$ cat config.mk
export PLATFORM = sky130hd
export DESIGN_NAME = card_link_xcvr
export DESIGN_NICKNAME = d
export VERILOG_FILES = /design/src/rtl/card_link_pkg.sv /design/src/rtl/card_link_dp.sv /design/src/rtl/card_link_ctrl.sv /design/src/rtl/card_link_xcvr.sv
export SDC_FILE = /design/constraint.sdc
export NUM_CORES = 1
export LEC_CHECK = 0
export BUFFER_PORTS_ARGS = -buffer_cell sky130_fd_sc_hd__buf_4
export CELL_PAD_IN_SITES_DETAIL_PLACEMENT = 1
export CELL_PAD_IN_SITES_GLOBAL_PLACEMENT = 1
export CORE_MARGIN = 3
export CORE_UTILIZATION = 30
export DETAILED_ROUTE_END_ITERATION = 8
export PLACE_DENSITY_LB_ADDON = 0.15
export SYNTH_ARGS = -nofsm -noshare
export SYNTH_HDL_FRONTEND = slang
export SYNTH_SLANG_ARGS = --single-unit
$ cat constraint.sdc
create_clock -name clk -period 2.7 [get_ports clk]
set_input_delay 0.675 -clock clk [delete_from_list [all_inputs] [get_ports clk]]
set_output_delay 0.675 -clock clk [all_outputs]
set_load 0.05 [all_outputs]
$ cat src/rtl/card_link_pkg.sv
package card_link_pkg;

  typedef enum logic [1:0] {
    ST_IDLE = 2'd0,
    ST_TX   = 2'd1,
    ST_RX   = 2'd2
  } linkState_e;

  // strobes from control to datapath
  typedef struct packed {
    logic cntClear;   // restart sub-ETU and ETU counters
    logic cntStep;    // advance counters by one tick
    logic loadTx;     // latch host byte into the frame register
    logic capBit;     // store the line level as a received data bit
    logic commitRx;   // move received bits to the host data register
  } dpStrobes_t;

endpackage

$ cat src/rtl/card_link_dp.sv
module card_link_dp
  import card_link_pkg::*;
#(
  parameter int OVS   = 16,
  parameter int ETU_W = 4,
  parameter int SUB_W = 4
) (
  input  logic             clk,
  input  logic             rstN,
  input  dpStrobes_t       stb,
  input  logic [7:0]       txData,
  input  logic             lineIn,
  output logic [SUB_W-1:0] subCnt,
  output logic [ETU_W-1:0] etuCnt,
  output logic             txBitLevel,
  output logic             rxParityOk,
  output logic [7:0]       rxData
);

  localparam int SLOTS = 2 ** ETU_W;

  logic [9:0]       frameReg;
  logic [SLOTS-1:0] frameBits;
  logic [8:1]       rxBits;

  // bit clock: sub-ETU counter rolls into the ETU counter
  always_ff @(posedge clk) begin
    if (!rstN) begin
      subCnt <= '0;
      etuCnt <= '0;
    end else if (stb.cntClear) begin
      subCnt <= '0;
      etuCnt <= '0;
    end else if (stb.cntStep) begin
      if (subCnt == SUB_W'(OVS - 1)) begin
        subCnt <= '0;
        etuCnt <= etuCnt + 1'b1;
      end else begin
        subCnt <= subCnt + 1'b1;
      end
    end
  end

  // frame register: parity, data, start (start bit in position 0)
  always_ff @(posedge clk) begin
    if (!rstN) frameReg <= '1;
    else if (stb.loadTx) frameReg <= {^txData, txData, 1'b0};
  end

  // slots past the parity bit read as released
  assign frameBits  = {{(SLOTS - 10){1'b1}}, frameReg};
  assign txBitLevel = frameBits[etuCnt];

  always_ff @(posedge clk) begin
    if (!rstN) begin
      rxBits <= '0;
      rxData <= '0;
    end else begin
      if (stb.capBit)   rxBits[etuCnt] <= lineIn;
      if (stb.commitRx) rxData <= rxBits;
    end
  end

  // evaluated while the parity bit is on the line
  assign rxParityOk = ~(^rxBits ^ lineIn);

endmodule

$ cat src/rtl/card_link_ctrl.sv
module card_link_ctrl
  import card_link_pkg::*;
#(
  parameter int OVS       = 16,
  parameter int GUARD_ETU = 2,
  parameter int ETU_W     = 4,
  parameter int SUB_W     = 4
) (
  input  logic             clk,
  input  logic             rstN,
  input  logic             sampleTick,
  input  logic             txMode,
  input  logic             txStart,
  input  logic             lineIn,
  input  logic             clrErrRecv,
  input  logic             clrParityErr,
  input  logic             clrRxFull,
  input  logic             ieErr,
  input  logic             ieTxEnd,
  input  logic             ieRx,
  input  logic [SUB_W-1:0] subCnt,
  input  logic [ETU_W-1:0] etuCnt,
  input  logic             txBitLevel,
  input  logic             rxParityOk,
  output dpStrobes_t       stb,
  output logic             busy,
  output logic             lineLow,
  output logic             errRecv,
  output logic             parityErr,
  output logic             rxFull,
  output logic             txEnd,
  output logic             irqErr,
  output logic             irqTxEnd,
  output logic             irqRx
);

  localparam int HALF    = OVS / 2;
  localparam int ERR_ETU = 11;                  // transmitter error sample point
  localparam int RX_LAST = 11;                  // receiver frees up after this ETU
  localparam int TX_LAST = ERR_ETU + GUARD_ETU; // last ETU of a transmit slot

  linkState_e state, stateNext;
  logic retry, errDrive;
  logic atMid, atLastSub;
  logic errSet, txEndSet, txEndClr, parSet, rxSet, retrySet, retryClr, errDriveSet;

  assign atMid     = sampleTick && (subCnt == SUB_W'(HALF));
  assign atLastSub = sampleTick && (subCnt == SUB_W'(OVS - 1));

  always_comb begin
    stb         = '0;
    stateNext   = state;
    errSet      = 1'b0;
    txEndSet    = 1'b0;
    txEndClr    = 1'b0;
    parSet      = 1'b0;
    rxSet       = 1'b0;
    retrySet    = 1'b0;
    retryClr    = 1'b0;
    errDriveSet = 1'b0;
    stb.cntStep = sampleTick && (state != ST_IDLE);
    case (state)
      ST_IDLE: begin
        if (txMode && txStart) begin
          stb.loadTx   = 1'b1;
          stb.cntClear = 1'b1;
          txEndClr     = 1'b1;
          stateNext    = ST_TX;
        end else if (!txMode && sampleTick && !lineIn) begin
          stb.cntClear = 1'b1;
          stateNext    = ST_RX;
        end
      end
      ST_TX: begin
        if (sampleTick && etuCnt == ETU_W'(ERR_ETU) && subCnt == '0 && !lineIn) begin
          errSet   = 1'b1;
          retrySet = 1'b1;
        end
        if (atLastSub && etuCnt == ETU_W'(TX_LAST)) begin
          stb.cntClear = 1'b1;
          retryClr     = 1'b1;
          if (!retry) begin
            txEndSet  = 1'b1;
            stateNext = ST_IDLE;
          end
        end
      end
      ST_RX: begin
        if (atMid && etuCnt == '0 && lineIn) stateNext = ST_IDLE;
        if (atMid && etuCnt >= ETU_W'(1) && etuCnt <= ETU_W'(8)) stb.capBit = 1'b1;
        if (atMid && etuCnt == ETU_W'(9)) begin
          if (rxParityOk) begin
            stb.commitRx = 1'b1;
            rxSet        = 1'b1;
          end else begin
            parSet      = 1'b1;
            errDriveSet = 1'b1;
          end
        end
        if (atLastSub && etuCnt == ETU_W'(RX_LAST)) stateNext = ST_IDLE;
      end
      default: stateNext = ST_IDLE;
    endcase
  end

  always_ff @(posedge clk) begin
    if (!rstN) begin
      state     <= ST_IDLE;
      retry     <= 1'b0;
      errDrive  <= 1'b0;
      errRecv   <= 1'b0;
      parityErr <= 1'b0;
      rxFull    <= 1'b0;
      txEnd     <= 1'b0;
    end else begin
      state <= stateNext;
      if (retrySet)      retry <= 1'b1;
      else if (retryClr) retry <= 1'b0;
      if (state == ST_IDLE)  errDrive <= 1'b0;
      else if (errDriveSet)  errDrive <= 1'b1;
      if (errSet)          errRecv <= 1'b1;
      else if (clrErrRecv) errRecv <= 1'b0;
      if (parSet)            parityErr <= 1'b1;
      else if (clrParityErr) parityErr <= 1'b0;
      if (rxSet)          rxFull <= 1'b1;
      else if (clrRxFull) rxFull <= 1'b0;
      if (txEndSet)      txEnd <= 1'b1;
      else if (txEndClr) txEnd <= 1'b0;
    end
  end

  // open-drain driver: low or released, never high
  always_comb begin
    case (state)
      ST_TX:   lineLow = !txBitLevel;
      ST_RX:   lineLow = errDrive &&
                         ((etuCnt == ETU_W'(10) && subCnt >= SUB_W'(HALF)) ||
                          (etuCnt == ETU_W'(11) && subCnt <  SUB_W'(HALF)));
      default: lineLow = 1'b0;
    endcase
  end

  assign busy     = (state != ST_IDLE);
  assign irqErr   = ieErr && (errRecv || parityErr);
  assign irqTxEnd = ieTxEnd && txEnd;
  assign irqRx    = ieRx && rxFull;

endmodule

$ cat src/rtl/card_link_xcvr.sv
module card_link_xcvr
  import card_link_pkg::*;
#(
  parameter int OVS       = 16,
  parameter int GUARD_ETU = 2
) (
  input  logic       clk,
  input  logic       rstN,
  input  logic       sampleTick,
  input  logic       txMode,
  input  logic       txStart,
  input  logic [7:0] txData,
  output logic [7:0] rxData,
  output logic       busy,
  input  logic       lineIn,
  output logic       lineLow,
  input  logic       clrErrRecv,
  input  logic       clrParityErr,
  input  logic       clrRxFull,
  output logic       errRecv,
  output logic       parityErr,
  output logic       rxFull,
  output logic       txEnd,
  input  logic       ieErr,
  input  logic       ieTxEnd,
  input  logic       ieRx,
  output logic       irqErr,
  output logic       irqTxEnd,
  output logic       irqRx
);

  localparam int SUB_W = $clog2(OVS);
  localparam int ETU_W = $clog2(11 + GUARD_ETU + 1);

  dpStrobes_t       stb;
  logic [SUB_W-1:0] subCnt;
  logic [ETU_W-1:0] etuCnt;
  logic             txBitLevel, rxParityOk;

  card_link_dp #(.OVS(OVS), .ETU_W(ETU_W), .SUB_W(SUB_W)) u_dp (
    .clk(clk), .rstN(rstN), .stb(stb), .txData(txData), .lineIn(lineIn),
    .subCnt(subCnt), .etuCnt(etuCnt), .txBitLevel(txBitLevel),
    .rxParityOk(rxParityOk), .rxData(rxData)
  );

  card_link_ctrl #(.OVS(OVS), .GUARD_ETU(GUARD_ETU), .ETU_W(ETU_W), .SUB_W(SUB_W)) u_ctrl (
    .clk(clk), .rstN(rstN), .sampleTick(sampleTick), .txMode(txMode),
    .txStart(txStart), .lineIn(lineIn), .clrErrRecv(clrErrRecv),
    .clrParityErr(clrParityErr), .clrRxFull(clrRxFull), .ieErr(ieErr),
    .ieTxEnd(ieTxEnd), .ieRx(ieRx), .subCnt(subCnt), .etuCnt(etuCnt),
    .txBitLevel(txBitLevel), .rxParityOk(rxParityOk), .stb(stb), .busy(busy),
    .lineLow(lineLow), .errRecv(errRecv), .parityErr(parityErr),
    .rxFull(rxFull), .txEnd(txEnd), .irqErr(irqErr), .irqTxEnd(irqTxEnd),
    .irqRx(irqRx)
  );

endmodule

Word-level counts from Yosys, hierarchy flattened
Cells that the tools add are included.

operators by class
  $add $sub $neg = 2
  $lt $le $gt $ge = 6
  equality and inequality tests = 12
  mux-type cells = 44
  bitwise gates (word level) = 2
  reduce and logical (&&, ||, !) cells = 43

operators by type and width
  cell                 count
  $mux 1               30
  $eq 4x4->1 const B   6
  $logic_and 1x1->1    23
  $reduce_xor 8->1     2
  $mux 2               7
  $reduce_bool 2->1    6
  $add 4x1->4 const B  2
  $bwmux 8             1
  $ge 4x1->1 const B   2
  $logic_not 4->1      2
  $ne 3x1->1 const B   2
  $pmux 2 s3           1
  $lt 4x5->1 const B   1
  $bmux 1 s4           1
  $demux 1 s4          1
  $ge 4x4->1 const B   1
  $le 4x4->1 const B   1
  $lt 4x4->1 const B   1
  $mux 4               1
  $pmux 1 s2           2
  $reduce_and 4->1     1
  $reduce_or 2->1      2
  $logic_not 1->1      3
  $eq 2x1->1 const B   1
  other kinds (8)      9

word-level totals
  register bits = 42
  input bits = 20
  logic and storage cells = 121

Longest topological paths before layout
Gate-level depths: netlist of the first run.

  word-level depth = 7
  depth in mapped cells = 8

By module
From an unflattened synthesis of the first run, not the netlist that was laid out.

unflattened totals
  cells, all modules = 242
  area, all modules = 2,234.6 um^2

modules (own cells, without submodules)
  module          times used  cells each  area an instance (um^2)
  card_link_dp    1           169         1,639.1
  card_link_ctrl  1           73          595.6

Least setup slack after synthesis of the first run
No wires, ideal clock.

  path kind = flip-flop to output port
  start point = register u_dp.etuCnt[1]
  end point = output lineLow
  arrival time = 2.205 ns
  required time = 2.025 ns
  slack = -0.180 ns
  cell stages (with the launch flop) = 7
  buffers on the path = 1
  path through = dfxtp_1 > buf_2 > mux4_2 > and2_1 > a211oi_1 > o21ai_1 > a21boi_1

between the ends
  cells in the longest elaborated chain, start to end = 5
  elaborated cells between the ends (all ways) = 10
  classes of those cells = 2 x eq/ne; 3 x mux; 5 x reduce/logical

ends and longest elaborated chain
  element                                             line                   RTL
  start, declared                                     card_link_dp.sv:14     output logic [ETU_W-1:0] etuCnt,
  start signal, assigned                              card_link_dp.sv:37     etuCnt <= etuCnt + 1'b1;
  branches (longest 4 deep; another with $bmux 1 s4)  n/a
  $pmux 1 s2 *                                        card_link_ctrl.sv:134  case (state)
  end, declared                                       card_link_xcvr.sv:16   output logic lineLow,

Every way passes the cells marked *. The select of a mux whose other input is x is not followed.

Worst setup path in the final report of the first run
Same ends and word-level chain as after synthesis.

==> results of run 1 <==
==> power by group <==
| group | switching [mW] | internal, mW |
|---|---|---|
| registers | 0.00841 | 0.633 |
| clock network | 0.217 | 0.296 |
| logic | 0.0826 | 0.0651 |
| total | 0.308 | 0.994 |
==> per-layer routing <==
metal	wire, um	global-route usage	part of all wire	vias up
li1	-	-	-	944
met5	0	0	0	-
met3	150	0.0300	0.027	5
met2	2680	0.235	0.48	26
met4	44	0.0377	0.0079	0
met1	2670	0.185	0.48	884
==> synthesized netlist by cell type (3+ instances only) <==
cell       n  area (um^2)
clkbuf_1   7         26.3
dfxtp_1   42          841
nor2_1    19         71.3
nand2b_1   6         37.5
nand4_1    3         18.8
nor3_1     3         15.0
ha_1       9          113
inv_1     10         37.5
nand3_1   25          125
xnor2_1   11         96.3
and2_1     6         37.5
nor2b_1    4         25.0
nand2_1   37          139
xor2_1     4         35.0
o21ai_0   10         50.1
buf_2      3         15.0
a21oi_1   22          110
mux2i_1    6         60.1
==> cell type report <==
class / instances / area share
Clock buffer: 6 / 0.0310
Clock inverter: 1 / 0.0113
Inverter: 10 / 0.0141
Multi-Input combinational cell: 194 / 0.469
Sequential cell: 42 / 0.318
Tap cell: 96 / 0.0451
Timing Repair Buffer: 39 / 0.111
==> logic make-up (layout without fill, tap and decap cells) <==
group,Yosys count,in the layout,share of synthesized area
compound gates,44,44,0.116
xor+xnor,19,19,0.0998
fa+ha+maj,9,9,0.0522
buf+inv,20,56,0.0366
flops,42,42,0.390
mux,9,9,0.0540
simple gates,113,113,0.252
==> flip-flops by register name, summed over array words and instances (netlist names), 2 cells and up <==
| name | flops |
|---|---|
| u_dp.frameReg | 10 |
| u_dp.rxBits | 8 |
| u_dp.rxData | 8 |
| u_dp.etuCnt | 4 |
| u_dp.subCnt | 4 |
| u_ctrl.state | 2 |
==> worst min-delay path, stage by stage (launching register included) <==
cell     delay (ns)
dfxtp_1        0.33
nand2_1        0.05
nand2_1        0.04
==> how the worst max path moves through the flow <==
stage | startpoint | to | slack (ns) | cells after the start
floorplan | u_dp.etuCnt[1] | lineLow | 0.1 | 6
global placement | u_dp.etuCnt[1] | lineLow | 0.28 | 6
detailed placement | u_dp.etuCnt[1] | lineLow | 0.27 | 6
CTS | u_dp.etuCnt[1] | lineLow | 0.004 | 6
global route | u_dp.etuCnt[1] | lineLow | -0.008 | 6
finish | u_dp.etuCnt[1] | lineLow | 0.13 | 6
==> what timing repair did <==
item,4_1_cts,5_1_grt
cloned,0,0
gates resized for setup,2,5
pin swaps,0,3
setup endpoints to repair,1,1
==> metrics.md, run 1 <==
| Metric | Value |
|---|---|
| Clk_skew | 0.00659 ns |
| Critical Path RT | 2.03 ns |
| # nets final | 321 |
| Grt ovf | 0 |
| Setup-failing EPs final | 0 |
| WP data arrival | 1.90 ns |
| Min-delay src | u_dp.frameReg[0] |
| Starting Density | 0.314 |
| Post-synthesis cell area | 2160 um^2 |
| Core ar. | 6870 um^2 |
| Max-Cap Viols | 0 |
| R2R setup slack | 0.75 ns |
| Final hold viol count | 0 |
| Slew of the pin with the lowest slew margin | 0.750 ns |
| Synth unique cells | 39 |
| Sequential-to-total area share from yosys stat | 0.390 |
| CTS tree | done |
| Site Rows | 30 |
| Number of flops mapped to enable cells by yosys | 0 |
| Clock Latency Late Sink | 0.29 ns |
| Wirelength, routed | 5.55 mm |
| CP Capture Type | primary output |
| Pin count of the biggest net entering global routing | 24 |
| Final Cycle Share | 0.952 |
| Slowest library cell on the worst path | mux4_2 |
| Initial antenna violation count | 0 |
| Clock buffer depth | 2 |
| Total power | 1.30 mW |
| Routed Antenna Nets | 0 |
| Total CTS buffers | 5 |
| Vias in the first global route | 1,923 |
| Delay-heaviest family, CP | multiplexers |
| Fill count | 841 |
| Final WS setup | 0.130 ns |
| DP Area | 2530 um^2 |
| R2R Path Start | u_dp.subCnt[0] |
| Total GRT Usage | 0.141 |
| # diodes | 0 |
| Buf/Inv on CP | 1 |
| Crit Path Max Fanout | 3 |
| Hpwl dp | 4.23 mm |
| Synth warn | 0 |
| Layout area overhead | 23.4% |
| Unrepaired setup endpoints after global routing | true |
| R2R Path End | u_ctrl.parityErr |
| CP peak stage delay | 0.48 ns |
| FFs w/ async S/R, synth | 0 |
| Hold WS | 0.458 ns |
| Post-DR vias/cell | 4.79 |
| Dpl cells | 381 |
| Port bufs | 36 |
| Post-route insts no fill | 388 |
| Avg Synthesized Cell Area | 8.42 um^2 |
| HP Class | register to register |
| Element type at the critical path start | register |
| Setup bufs post-CTS | 0 |
| Outcome | finished clean |
| Crit-path cells | mux4_2 -> and2_4 -> a211oi_2 -> o21ai_1 -> a21boi_2 -> buf_6 |
| Slew Viols, Final | 0 |
| P per Cell Area | 489 nW/um^2 |
| Post-synthesis instance total | 256 |
| Most common cell after layout, fill and taps aside | dfxtp_1 |
| Slew HR | 0.499 |
| H-tree depth | 2 |
| Hold buffers post-CTS | 0 |
| Peak supply drop | 0.159 mV |
| Clk sinks | 42 |
| WL/cell | 14.3 um |
| Die height | 90.8 um |
| Leakage | 1.07 nW |
| First-pass GRT wire length | 9.47 mm |
| Crit path kind | register to primary output |
| FF+latch area | 846 um^2 |
| 1st-iter DRT viols | 72 |
| Final Cell Area | 2660 um^2 |
| Final Util | 0.387 |
| Dpl ws | 0.271 ns |
| Fin crit period | 2.57 ns |
| Fmax | 0.389 GHz |
| Setup TNS | 0 ns |
| Multi-input gate area | 1250 um^2 |
| Worst-path clk slew | 0.08 ns |
| I/O pins | 37 |
| Drt pass-1 iters | 4 |
| Hold depth | 2 |
| Die area | 8240 um^2 |
| Layout cells sized above 1 | 0.199 |
| Root Driver | clkbuf_8 |
| Die W | 90.8 um |
| Seq cells post-synth | 42 |
| Commonest cells after routing, fill and taps aside | 40 x dfxtp_1, 38 x buf_4, 37 x nand2_1 |
| Post-synth net total | 285 |
| Main synth FF type | dfxtp_1 |
| Remaining DRCs | 0 |
| End of the worst hold path | u_dp.frameReg[0] |
| Worst r2r path cells | 7 |
| GPL Wtd Cong | 0.766 |
| Vias | 1,859 |
(Power assumes the default switching activity.)
==> run 2: changes to the inputs <==
--- a/config.mk
+++ b/config.mk
@@ -14,4 +14,5 @@
 export PLACE_DENSITY_LB_ADDON = 0.15
 export SYNTH_ARGS = -nofsm -noshare
 export SYNTH_HDL_FRONTEND = slang
+export SYNTH_HIERARCHICAL = 1
 export SYNTH_SLANG_ARGS = --single-unit
==> metrics.md, run 2 <==
| Metric | Value |
|---|---|
| Number of flops mapped to enable cells by yosys | 0 (unchanged) |
| Max reg flops | 10 (unchanged) |
| Total CTS buffers | 5 (unchanged) |
| Post-synthesis instance total | 242 (-5.5%) |
| Synth top cells by count | 42 x dfxtp_1, 29 x mux2i_1, 25 x nand2_1, 24 x nor2b_1, 16 x xnor2_1 |
| Final WS setup | 0.125 ns (-0.00472 ns) |
| CP peak stage delay | 0.48 ns (about the same) |
| Met1 wire length | 2.40 mm (-10%) |
| Hpwl dp | 3.72 mm (-12%) |
| Slew of the pin with the lowest slew margin | 0.518 ns (-0.232 ns) |
| Wirelength, routed | 5.02 mm (-9.5%) |
| Internal power | 0.905 mW (-9.0%) |
| Total GRT Usage | 0.123 (-0.0181) |
| Highest routed metal layer | met4 |
| Initial antenna violation count | 0 (unchanged) |
| Peak supply drop | 0.193 mV (+21%) |
| Post-DR vias/cell | 4.68 (-2.3%) |
| Fmax | 0.388 GHz (-0.18%) |
| Post-synth top area share | 0.376 (-0.0138) |
| Synth area leader | dfxtp_1 |
| Fill count | 836 (-0.59%) |
| Grt ovf | 0 (unchanged) |
| Critical Path RT | 2.03 ns (about the same) |
| Starting Density | 0.318 (+0.00452) |
| Final hold viol count | 0 (unchanged) |
| First-pass GRT wire length | 8.54 mm (-9.8%) |
| P per Cell Area | 448 nW/um^2 (-8.5%) |
| Routed Antenna Nets | 0 (unchanged) |
| Pin count of the biggest net entering global routing | 39 (+63%) |
| Die W | 92.3 um (+1.7%) |
| GPL Wtd Cong | 0.713 (-6.9%) |
| CP Capture Type | primary output |
| Crit-path cells | mux2i_1 -> mux4_2 -> a21oi_2 -> o22ai_1 -> and2_1 -> buf_4 |
| Biggest regs | u_dp/frameReg (10), u_dp/rxBits (8), u_dp/rxData (8) |
| Outcome | finished clean |
| Seq cells post-synth | 42 (unchanged) |
| Final Cycle Share | 0.954 (+0.00175) |
| WP data arrival | 1.90 ns (about the same) |
| Crit path kind | register to primary output |
| HP Class | register to register |
| WL/cell | 13.5 um (-5.9%) |
| Crit Path Max Fanout | 6 (+3) |
| Top reg by flops | u_dp/frameReg |
| CTS tree | done |
| Die height | 92.3 um (+1.7%) |
| Buf/Inv on CP | 1 (unchanged) |
| Hold WS | 0.480 ns (+0.0222 ns) |
| Drt pass-1 iters | 4 (unchanged) |
| Max-Cap Viols | 0 (unchanged) |
| Most frequent cell after synthesis | dfxtp_1 |
| I/O pins | 37 (unchanged) |
| NetSw | 0.298 mW (-3.0%) |
| Vias in the first global route | 1,759 (-8.5%) |
| # diodes | 0 (unchanged) |
| Main synth FF type | dfxtp_1 |
| Remaining DRCs | 0 (unchanged) |
| Final Cell Area | 2690 um^2 (+1.0%) |
| Setup bufs post-CTS | 0 (unchanged) |
| 1st-iter DRT viols | 41 (-43%) |
| Element type at the critical path start | register |
| Ranking of synthesized cells by area | dfxtp_1 38%, mux2i_1 13%, nor2b_1 6.7% |
| Commonest cells after routing, fill and taps aside | 40 x buf_4, 40 x dfxtp_1, 29 x mux2i_1 |
| Leakage | 1.02 nW (-4.5%) |
| H-tree depth | 2 (unchanged) |
| Synth unique cells | 38 (-2.6%) |
| Dpl ws | 0.258 ns (-0.0131 ns) |
| Fin crit period | 2.58 ns (+0.00472 ns) |
| Clk sinks | 42 (unchanged) |
| Layout cells sized above 1 | 0.217 (+0.0180) |
| Post-synth net total | 270 (-5.3%) |
| Synth warn | 6 (+6) |
| Metal3 WL | 241 um (+61%) |
| Sequential power share | 0.531 (+0.038) |
| Clk pwr share | 0.351 (-0.043) |
| Delay-heaviest family, CP | multiplexers |
| Site Rows | 30 (unchanged) |
| Sequential-to-total area share from yosys stat | 0.376 (-0.0138) |
| FFs w/ async S/R, synth | 0 (unchanged) |
| # nets final | 304 (-5.3%) |
| Clock buffer depth | 2 (unchanged) |
| Met2 WL | 2.31 mm (-14%) |
| Core ar. | 7020 um^2 (+2.2%) |
| Sw Share | 0.248 (+0.0117) |
| DP Area | 2580 um^2 (+2.0%) |
| Slew HR | 0.655 (+0.155) |
| Root Driver | clkbuf_8 |
| Vias | 1,746 (-6.1%) |
| Die area | 8520 um^2 (+3.4%) |
| Setup TNS | 0 ns (unchanged) |
| Slowest library cell on the worst path | mux4_2 |
| Slew Viols, Final | 0 (unchanged) |
| Setup-failing EPs final | 0 (unchanged) |
| Post-synthesis cell area | 2230 um^2 (+3.7%) |
| Logic gate share of total power | 0.118 (+0.005) |
| Avg Synthesized Cell Area | 9.23 um^2 (+9.7%) |
| Worst-path clk slew | 0.08 ns (about the same) |
| Unrepaired setup endpoints after global routing | false |
| Port bufs | 36 (unchanged) |
| Layout area overhead | 20.3% |
| Clk_skew | 0.00446 ns (-0.00214 ns) |
| Clock Latency Late Sink | 0.29 ns (about the same) |
run 2: changes by cell type after synthesis, moves of 3 or more:
| cell | change |
|---|---|
| nand2b_1 | -5 |
| nor2b_1 | +20 |
| nand2_1 | -12 |
| a21oi_1 | -15 |
| nand3_1 | -17 |
| nor2_1 | -10 |
| mux2i_1 | +23 |
| buf_4 | +3 |
| xnor2_1 | +5 |
| o21ai_0 | -6 |
run 2: area by class of cell:
| type | instances | area [um^2] | share of cell area |
|---|---|---|---|
| clock buffer | 7 | 86.3 | 0.0321 |
| clock inverter | 1 | 5.00 | 0.00186 |
| inverter | 9 | 33.8 | 0.0126 |
| multi-input combinational | 178 | 1300 | 0.483 |
| sequential | 42 | 846 | 0.315 |
| tap | 96 | 120 | 0.0447 |
| timing repair buffer | 40 | 300 | 0.112 |
run 2: per-layer routing:
| layer | vias up | track usage |
|---|---|---|
| met4 | 0 | 0.0408 |
| met5 | - | 0 |
| met1 | 819 | 0.162 |
| met2 | 34 | 0.198 |
| li1 | 887 | - |
| met3 | 6 | 0.0309 |
run 2: through the flow:
step	cells	utilization	total power [mW]
4_1_cts	373	0.381	1.23
2_1_floorplan	242	-	0.749
6_report	373	0.383	1.20
5_1_grt	373	0.383	1.27
3_5_place_dp	365	0.368	0.798
3_3_place_gp	365	0.368	0.795
run 2: power by group through the flow:
stage                     registers [mW]  clock network, mW  logic [mW]
after floorplan                    0.652                  0      0.0964
after global placement             0.655                  0       0.139
after detailed placement           0.655                  0       0.143
after CTS                          0.641              0.446       0.144
after global routing               0.642              0.471       0.157
final                              0.639              0.422       0.142
run 2: kinds of logic (layout without fill, tap and decap cells):
family | Yosys count | in the layout | synth area share
and+or+nand+nor | 96 | 96 | 0.238
adders and majority gates | 8 | 8 | 0.0448
DFF | 42 | 42 | 0.376
muxes | 32 | 32 | 0.150
AOI/OAI and AO/OA | 22 | 22 | 0.0650
xor gates and xnor gates | 20 | 20 | 0.0784
buffers and inverters | 22 | 57 | 0.0476
run 2: worst reg2reg max path: stages (launching register included):
cell and delay [ns]:
dfxtp_1 0.37, nor3_1 0.37, nand4_1 0.18, and4bb_2 0.34, and2_1 0.46, mux2i_1 0.25
nor2b_1 0.06
run 2: what timing repair did:
action,in CTS,in global routing
resized for setup,1,4
setup endpoints to repair,1,1
hold buffers,0,0
cloned,0,0
run 2: path summary, 6_finish.rpt:
path	startpoint	endpoint	slack [ns]	depth (start not counted)
setup / recovery	u_dp/etuCnt[0]	lineLow	0.12	6
hold / removal	u_dp/frameReg[0]	u_dp/frameReg[0]	0.48	2
setup reg to reg	u_dp/subCnt[0]	u_dp/rxData[2]	0.57	6
hold reg to reg	u_dp/frameReg[0]	u_dp/frameReg[0]	0.48	2
==> run 3: changes to the inputs <==
--- a/config.mk
+++ b/config.mk
@@ -6,8 +6,6 @@
 export NUM_CORES = 1
 export LEC_CHECK = 0
 export BUFFER_PORTS_ARGS = -buffer_cell sky130_fd_sc_hd__buf_4
-export CELL_PAD_IN_SITES_DETAIL_PLACEMENT = 1
-export CELL_PAD_IN_SITES_GLOBAL_PLACEMENT = 1
 export CORE_MARGIN = 3
 export CORE_UTILIZATION = 30
 export DETAILED_ROUTE_END_ITERATION = 8
==> metrics.md, run 3 (synthesized netlist as in run 2, its figures left out) <==
| Metric | Value |
|---|---|
| Fin crit period | 2.56 ns (-0.0133 ns) |
| FF+latch area | 846 um^2 (unchanged) |
| Sw Share | 0.235 (-0.0130) |
| Dpl ws | 0.293 ns (+0.0354 ns) |
| First-pass GRT wire length | 7.41 mm (-13%) |
| Commonest cells after routing, fill and taps aside | 40 x buf_4, 40 x dfxtp_1, 29 x mux2i_1 |
| HP Class | register to register |
| Sequential power share | 0.512 (-0.019) |
| Internal power | 0.956 mW (+5.6%) |
| Logic gate share of total power | 0.111 (-0.007) |
| P per Cell Area | 461 nW/um^2 (+3.1%) |
| Leakage | 1.03 nW (+0.92%) |
| Top reg by flops | u_dp/frameReg |
| Die height | 92.3 um (unchanged) |
| Vias in the first global route | 1,589 (-9.7%) |
| CTS tree | done |
| Slew Viols, Final | 0 (unchanged) |
| Dpl cells | 365 (unchanged) |
| Worst-path clk slew | 0.08 ns (about the same) |
| Wirelength, routed | 4.56 mm (-9.3%) |
| # nets final | 304 (unchanged) |
| Clock Latency Late Sink | 0.29 ns (about the same) |
| R2R setup slack | 0.62 ns (+0.05 ns) |
| Remaining DRCs | 0 (unchanged) |
| Port bufs | 36 (unchanged) |
| Clock buffer depth | 2 (unchanged) |
| Setup-failing EPs final | 0 (unchanged) |
| Root Driver | clkbuf_8 |
| Final Util | 0.386 (+0.00267) |
| CP Capture Type | primary output |
| Unrepaired setup endpoints after global routing | false |
| Clk sinks | 42 (unchanged) |
| Final hold viol count | 0 (unchanged) |
| Hpwl dp | 3.27 mm (-12%) |
| Slew of the pin with the lowest slew margin | 0.491 ns (-0.0266 ns) |
| Element type at the critical path start | register |
| NetSw | 0.293 mW (-1.6%) |
| Grt ovf | 0 (unchanged) |
| # diodes | 0 (unchanged) |
| Fmax | 0.390 GHz (+0.52%) |
| Initial antenna violation count | 0 (unchanged) |
| Clk_skew | 0.0107 ns (+0.00629 ns) |
| Crit path kind | register to primary output |
| Post-route insts no fill | 373 (unchanged) |
| Total CTS buffers | 5 (unchanged) |
| Slew HR | 0.672 (+0.0174) |
| Pin count of the biggest net entering global routing | 39 (unchanged) |
| Drt pass-1 iters | 4 (unchanged) |
| Critical Path RT | 2.03 ns (about the same) |
| Fill count | 732 (-12%) |
| Layout area overhead | 21.2% |
| Crit Path Max Fanout | 6 (unchanged) |
| Post-DR vias/cell | 4.62 (-1.3%) |
| 1st-iter DRT viols | 78 (+90%) |
| Peak supply drop | 0.291 mV (+51%) |
| H-tree depth | 2 (unchanged) |
| Core ar. | 7020 um^2 (unchanged) |
| Setup TNS | 0 ns (unchanged) |
| WP data arrival | 1.89 ns (about the same) |
| Layout cells sized above 1 | 0.220 (+0.00361) |
| Starting Density | 0.318 (unchanged) |
| Hold buffers post-CTS | 0 (unchanged) |
| Final Cycle Share | 0.949 (-0.00494) |
| Multi-input gate area | 1300 um^2 (unchanged) |
| Final WS setup | 0.138 ns (+0.0133 ns) |
| Site Rows | 30 (unchanged) |
| Routed Antenna Nets | 0 (unchanged) |
| Max-Cap Viols | 0 (unchanged) |
| GPL Wtd Cong | 0.819 (+15%) |
| Vias | 1,723 (-1.3%) |
| Clk pwr share | 0.377 (+0.026) |
| Die W | 92.3 um (unchanged) |
| Total GRT Usage | 0.108 (-0.0150) |
| Die area | 8520 um^2 (unchanged) |
| Biggest regs | u_dp/frameReg (10), u_dp/rxBits (8), u_dp/rxData (8) |
| WL/cell | 12.2 um (-9.3%) |
| Max reg flops | 10 (unchanged) |
| I/O pins | 37 (unchanged) |
| Outcome | finished clean |
run 3: cell type report:
class | instances | share of cell area
flip-flops and latches | 42 | 0.312
well taps | 96 | 0.0444
repair buffers | 40 | 0.111
clock buffers | 8 | 0.0407
inverters | 9 | 0.0125
multi-input cells | 178 | 0.479
run 3: per-stage QoR:
step           hold slack, ns  cell area, um^2  total power [mW]
6_report                0.466             2710              1.25
5_1_grt                 0.501             2710              1.31
4_1_cts                 0.468             2690              1.28
3_5_place_dp            0.453             2580             0.794
3_3_place_gp            0.443             2580             0.794
2_1_floorplan           0.429             2230             0.749
run 3: path summary, 6_finish.rpt:
kind / start / end / cells after the start
worst max-delay path: u_dp/etuCnt[0] / lineLow / 6
worst min-delay path: u_dp/frameReg[0] / u_dp/frameReg[0] / 2
worst max register to register: u_dp/etuCnt[0] / u_dp/rxBits[1] / 8
worst min register to register: u_dp/frameReg[0] / u_dp/frameReg[0] / 2
run 3: power groups by stage:
stage / clock network (mW) / logic [mW] / registers [mW]
CTS: 0.495 / 0.140 / 0.640
detailed placement: 0 / 0.139 / 0.655
floorplan: 0 / 0.0964 / 0.652
global route: 0.515 / 0.154 / 0.641
global placement: 0 / 0.138 / 0.655
finish: 0.471 / 0.139 / 0.639
run 3: worst max-delay path: stages (launching register included):
cell     delay [ns]
dfxtp_4        0.38
mux2i_1        0.12
mux4_2         0.48
a21oi_2        0.17
o22ai_1        0.10
and2_1         0.16
buf_4          0.18
run 3: timing repair:
| action | 4_1_cts | 5_1_grt |
|---|---|---|
| resized for setup | 1 | 4 |
| gates cloned | 0 | 0 |
| endpoints found under the hold margin | 0 | 0 |
| endpoints found under the setup margin | 1 | 1 |
| buffers inserted | 0 | 0 |
run 3: metal layers:
metal | GRT usage | routed length (um) | vias up
met1 | 0.147 | 2300 | 784
met2 | 0.161 | 1950 | 42
met5 | 0 | 0 | -
met3 | 0.0268 | 247 | 4
met4 | 0.0495 | 64 | 0
li1 | - | - | 893
